File: src/rtl/remap_sel_pkg.sv
package remap_sel_pkg;
  typedef struct packed {
    logic scan;   // capture the current table entry
    logic first;  // current entry seeds the running best values
  } selCtl_t;
endpackage

File: src/rtl/remap_sel_ctrl.sv
module remap_sel_ctrl
  import remap_sel_pkg::*;
#(
  parameter int NUM_PAGES = 16,
  localparam int IDX_W = $clog2(NUM_PAGES)
) (
  input  logic             clk,
  input  logic             rstN,
  input  logic             start,
  output logic [IDX_W-1:0] rdIdx,
  output selCtl_t          ctl,
  output logic             done
);
  typedef enum logic [1:0] {S_IDLE, S_SCAN, S_FIN} selState_t;

  localparam logic [IDX_W-1:0] LAST_IDX = IDX_W'(NUM_PAGES - 1);

  selState_t stateQ;
  logic [IDX_W-1:0] idxQ;

  always_ff @(posedge clk) begin
    if (!rstN) begin
      stateQ <= S_IDLE;
      idxQ   <= '0;
    end else begin
      unique case (stateQ)
        S_IDLE: if (start) begin
          stateQ <= S_SCAN;
          idxQ   <= '0;
        end
        S_SCAN: begin
          if (idxQ == LAST_IDX) stateQ <= S_FIN;
          else                  idxQ   <= idxQ + 1'b1;
        end
        default: stateQ <= S_IDLE;
      endcase
    end
  end

  always_comb begin
    ctl.scan  = (stateQ == S_SCAN);
    ctl.first = (stateQ == S_SCAN) && (idxQ == '0);
    done      = (stateQ == S_FIN);
    rdIdx     = idxQ;
  end
endmodule

File: src/rtl/remap_sel_dp.sv
module remap_sel_dp
  import remap_sel_pkg::*;
#(
  parameter int NUM_PAGES  = 16,
  parameter int NUM_GROUPS = 4,
  parameter int RAW_W      = 14,
  parameter int LIFE_W     = 20,
  parameter int INTV_W     = 16,
  parameter int WGT_FRAC   = 2,
  parameter int WGT_BASE   = 4,
  parameter int WGT_STEP   = 2,
  localparam int IDX_W  = $clog2(NUM_PAGES),
  localparam int GRP_W  = $clog2(NUM_GROUPS),
  localparam int WGT_W  = $clog2(WGT_BASE + WGT_STEP * (NUM_GROUPS - 1) + 1),
  localparam int PROD_W = WGT_W + INTV_W,
  localparam int PRED_W = ((LIFE_W > PROD_W - WGT_FRAC) ? LIFE_W : PROD_W - WGT_FRAC) + 1
) (
  input  logic              clk,
  input  logic              rstN,
  input  selCtl_t           ctl,
  input  logic [IDX_W-1:0]  rdIdx,
  input  logic [INTV_W-1:0] intervalLen,
  input  logic [RAW_W-1:0]  rawCnt,
  input  logic [LIFE_W-1:0] lifeCnt,
  input  logic [IDX_W-1:0]  mapDev,
  output logic [IDX_W-1:0]  maxPhys,
  output logic [IDX_W-1:0]  maxMap,
  output logic [IDX_W-1:0]  minDev
);
  // Per-group weight table, unsigned fixed point with WGT_FRAC fraction bits.
  logic [WGT_W-1:0] wgtRom [NUM_GROUPS];
  for (genvar g = 0; g < NUM_GROUPS; g++) begin : gWgt
    assign wgtRom[g] = WGT_W'(WGT_BASE + WGT_STEP * g);
  end

  logic [GRP_W-1:0]  grpSel;
  logic [WGT_W-1:0]  wgtSel;
  logic [PROD_W-1:0] prod;
  logic [PRED_W-1:0] predCur;

  logic [RAW_W-1:0]  maxRawQ;
  logic [PRED_W-1:0] minPredQ;

  always_comb begin
    grpSel  = rdIdx[IDX_W-1 -: GRP_W];
    wgtSel  = wgtRom[grpSel];
    prod    = PROD_W'(wgtSel) * PROD_W'(intervalLen);
    predCur = PRED_W'(lifeCnt) + PRED_W'(prod >> WGT_FRAC);
  end

  always_ff @(posedge clk) begin
    if (!rstN) begin
      maxRawQ  <= '0;
      minPredQ <= '0;
      maxPhys  <= '0;
      maxMap   <= '0;
      minDev   <= '0;
    end else if (ctl.scan) begin
      if (ctl.first || (rawCnt > maxRawQ)) begin
        maxRawQ <= rawCnt;
        maxPhys <= rdIdx;
        maxMap  <= mapDev;
      end
      if (ctl.first || (predCur < minPredQ)) begin
        minPredQ <= predCur;
        minDev   <= rdIdx;
      end
    end
  end
endmodule

File: src/rtl/remap_wear_selector.sv
module remap_wear_selector
  import remap_sel_pkg::*;
#(
  parameter int NUM_PAGES  = 16,
  parameter int NUM_GROUPS = 4,
  parameter int RAW_W      = 14,
  parameter int LIFE_W     = 20,
  parameter int INTV_W     = 16,
  localparam int IDX_W = $clog2(NUM_PAGES)
) (
  input  logic              clk,
  input  logic              rstN,
  input  logic              start,
  input  logic [INTV_W-1:0] intervalLen,
  output logic [IDX_W-1:0]  rdIdx,
  input  logic [RAW_W-1:0]  rawCnt,
  input  logic [LIFE_W-1:0] lifeCnt,
  input  logic [IDX_W-1:0]  mapDev,
  output logic              done,
  output logic              pairValid,
  output logic [IDX_W-1:0]  physIdx,
  output logic [IDX_W-1:0]  devIdx
);
  selCtl_t ctl;
  logic [IDX_W-1:0] maxMap;

  remap_sel_ctrl #(.NUM_PAGES(NUM_PAGES)) uCtrl (
    .clk(clk), .rstN(rstN), .start(start),
    .rdIdx(rdIdx), .ctl(ctl), .done(done)
  );

  remap_sel_dp #(
    .NUM_PAGES(NUM_PAGES), .NUM_GROUPS(NUM_GROUPS),
    .RAW_W(RAW_W), .LIFE_W(LIFE_W), .INTV_W(INTV_W)
  ) uDp (
    .clk(clk), .rstN(rstN), .ctl(ctl), .rdIdx(rdIdx),
    .intervalLen(intervalLen), .rawCnt(rawCnt), .lifeCnt(lifeCnt),
    .mapDev(mapDev), .maxPhys(physIdx), .maxMap(maxMap), .minDev(devIdx)
  );

  assign pairValid = done && (maxMap != devIdx);
endmodule

File: config.mk
export PLATFORM = sky130hd
export DESIGN_NAME = remap_wear_selector
export DESIGN_NICKNAME = d
export VERILOG_FILES = /design/src/rtl/remap_sel_pkg.sv /design/src/rtl/remap_sel_ctrl.sv /design/src/rtl/remap_sel_dp.sv /design/src/rtl/remap_wear_selector.sv
export SDC_FILE = /design/constraint.sdc
export NUM_CORES = 1
export LEC_CHECK = 0
export CAP_MARGIN = 20
export CORE_ASPECT_RATIO = 0.7
export CORE_MARGIN = 5
export CORE_UTILIZATION = 55
export CTS_BUF_LIST = sky130_fd_sc_hd__clkbuf_8
export DETAILED_ROUTE_END_ITERATION = 16
export GPL_ROUTABILITY_DRIVEN = 0
export PLACE_DENSITY = 0.79
export REMOVE_ABC_BUFFERS = 1
export SETUP_SLACK_MARGIN = 0.15
export SYNTH_ARGS = -nofsm -noshare
export SYNTH_HDL_FRONTEND = slang
export SYNTH_SLANG_ARGS = --single-unit
File: constraint.sdc
create_clock -name clk -period 9.54 [get_ports clk]
set_clock_uncertainty 0.15 [all_clocks]
set_input_delay 1.908 -clock clk [delete_from_list [all_inputs] [get_ports clk]]
set_output_delay 1.908 -clock clk [all_outputs]
set_load 0.05 [all_outputs]
==> out/qor.csv <==
stage,metric,value,unit
clock_tree,tritoncts,done,
clock_tree,h-tree-depth,2,
yosys,netlist_area,5820,um2
yosys,synth_edf_count,0,
yosys,ys_ff_latch,53,
sta,fmax,0.116,GHz
yosys,synth_ff_type,dfxtp_1,
setup_path,path_class,input port to register,
detailed_routing,ant_nets,0,
global_route,grt_pass1_wl,23800,um
die,die_x,133,um
sta,finalSetupViolations,0,
final_layout,num-fill-cells,885,
final_layout,syn2layout_area_growth,14.9,%
clock_tree,cts_setup_buffers,0,
global_route,grtUsageTotal,0.220,
sta,fin_crit,8640,ps
job,max_cap_violations,0,
final_layout,drive_gt1_frac,0.0655,
yosys,synth.most_common_cell,ha_1,
power_and_ir_drop,powerDensity,116,nW/um2
detailed_routing,drt_iter0_markers,434,
global_route,grt_max_degree,56,
global_route,grt_pass1_vias,5158,
die,start_util,0.562,
detailed_routing,num_vias,5548,
detailed_routing,wire_per_inst,16.0,um
worst_hold_path,hold_start,uDp.minPredQ[7],
sta,fin_crit_sh,0.906,
clock_tree,cts_sinks,53,
sta,finalHoldViolCount,0,
setup_path,worstSetupEndpointType,register,
clock_tree,holdBufCountCts,0,
setup_path,start_kind,input port,
final_layout,antennaDiodeCount,0,
yosys,synth_cell_types,68,
detailed_routing,route.detailed.drc,0,
sta,slew_viol_final,0,
setup_path,r2r_end,uDp.minPredQ[17],
yosys,avgSynthCellArea,7.96,um2
die,core_area,10400,um2
setup_path,critPathSlowestCell,a2111oi_2,
detailed_routing,drt_pass1_iterations,5,
worst_hold_path,hold_end,uDp.minPredQ[7],
yosys,ys_async_sr_fraction,0,
final_layout,fin_nets,920,
die,rows,31,
setup_path,reg2reg_depth,28,
power_and_ir_drop,vdd_drop_max,0.102,mV
yosys,syn_inst,731,
setup_path,crit_top_cell,ha_1,
die,die-area,12800,um2
place,dp.final_hpwl,10800,um
sta,rsz0062_at_grt,false,
setup_path,cp_data_arrival_time,8740,ps
yosys,ys_seq_area_frac,0.182,
clock_tree,clkSlewWorstSetupHoldPaths,100,ps
global_route,grt_antenna_before_repair,0,
worst_hold_path,hp-class,register to register,
die,io_pins,71,
place,numPortBuffers,70,
yosys,yosys.area.top_type_share,0.213,
detailed_routing,viasPerCell,6.20,
worst_hold_path,hold_depth,2,
final_layout,post-route-util,0.646,
die,chipHeight,96.0,um
setup_path,crit_path_max_fanout,16,
yosys,synth.largest_area_cell,ha_1,
detailed_routing,totalWireLength,14300,um
clock_tree,clkLatencyLatePin,300,ps
clock_tree,cts-root-buf,clkbuf_8,
yosys,synth.top_cells.by_count,"ha_1, dfxtp_1, nand2_1",
run_status,outcome,finished clean,
clock_tree,cts-resized-gates,0,
clock_tree,clock_path_buffers,2,
setup_path,r2r_slack,1750,ps
sta,worst_pin_slew,1060,ps
sta,setup_tns,0,ps
power_and_ir_drop,leakage,2.82,nW
yosys,yosys_warnings,0,
setup_path,r2r-start,uCtrl.rdIdx[3],
clock_tree,cts-buffers-inserted,5,
setup_path,critPathMaxStageDelay,470,ps
yosys,yosys-top-cells-area,"ha_1, dfxtp_1, nand3_1, a21oi_1, nand2_1",
global_route,overflow,0,
setup_path,worstPathRequired,9640,ps
sta,slew_headroom,0.295,
==> cell families (layout without fill, tap and decap cells) <==
logic type                 after synthesis  count (layout)  synth area share
muxes                                   18              18            0.0342
DFF                                     53              53             0.182
xor gates and xnor gates                31              31            0.0467
and+or+nand+nor                        219             219             0.188
adders and majority gates              101             101             0.220
AOI/OAI and AO/OA                      205             205             0.260
buffers and inverters                  104             136            0.0686
==> flip-flops by register name, indices dropped and copies added (netlist names) <==
name and flops:
uDp.minPredQ 21, uDp.maxRawQ 14, uCtrl.rdIdx 4, uDp.maxMap 4, uDp.maxPhys 4, uDp.minDev 4
uCtrl.stateQ 2
==> through the flow <==
stage,total power (W),hold slack [ps],cells,instance area (um2),setup WS [ps]
3_5_place_dp,0.000605,310,886,6540,634
4_1_cts,0.000769,322,894,6660,923
6_report,0.000774,321,895,6690,901
2_1_floorplan,0.000499,289,677,5610,827
5_1_grt,0.000831,335,895,6690,395
3_3_place_gp,0.000588,302,886,6540,861
==> placed cells by master (no fill, tap or decap), types with 15 or more instances in the layout <==
cell / count
inv_1: 50
nand2_1: 53
nand3_1: 45
o311ai_0: 21
nor3_1: 23
dfxtp_1: 53
mux2_2: 15
o21ai_0: 31
ha_1: 99
clkdlybuf4s50_1: 70
a21oi_1: 44
a21o_1: 18
a2bb2oi_1: 20
xnor2_1: 18
nor2_1: 31
and2_1: 19
==> layer usage <==
metal	vias to the layer above	track usage	wire length (um)
met5	-	0	0
met4	0	0.0441	165
met3	21	0.0340	781
met2	194	0.373	6600
met1	2575	0.300	6780
li1	2758	-	-
==> cell type report <==
type	count	area, um2	area share
Sequential cell	53	1060	0.159
Timing Repair Buffer	78	781	0.117
Multi-Input combinational cell	574	4370	0.654
Clock buffer	6	82.6	0.0124
Clock inverter	2	37.5	0.00561
Inverter	50	188	0.0281
Tap cell	132	165	0.0247
==> report_power, final <==
part,switching (W),internal [W]
clock network,0.0000784,0.0000855
logic,0.000199,0.000150
registers,0.0000123,0.000248
total,0.000290,0.000484
==> worst max path at each step <==
stage,cells after the start,slack [ps],start,endpoint
final,29,900,intervalLen[1],uDp.minPredQ[17]
after global routing,29,400,intervalLen[1],uDp.minPredQ[1]
after CTS,29,920,intervalLen[1],uDp.minPredQ[1]
after detailed placement,29,630,intervalLen[1],uDp.minPredQ[1]
after global placement,28,860,intervalLen[1],uDp.minPredQ[15]
after floorplan,27,830,intervalLen[1],uDp.minPredQ[19]
==> worst max-delay path: cells and delay by family <==
family | cells | cell delay [ps]
xor gates and xnor gates | 2 | 290
muxes | 1 | 280
AOI/OAI and AO/OA | 13 | 3050
buffers and inverters | 2 | 690
and+or+nand+nor | 5 | 670
adders and majority gates | 6 | 1870
(Power assumes the default switching activity.)
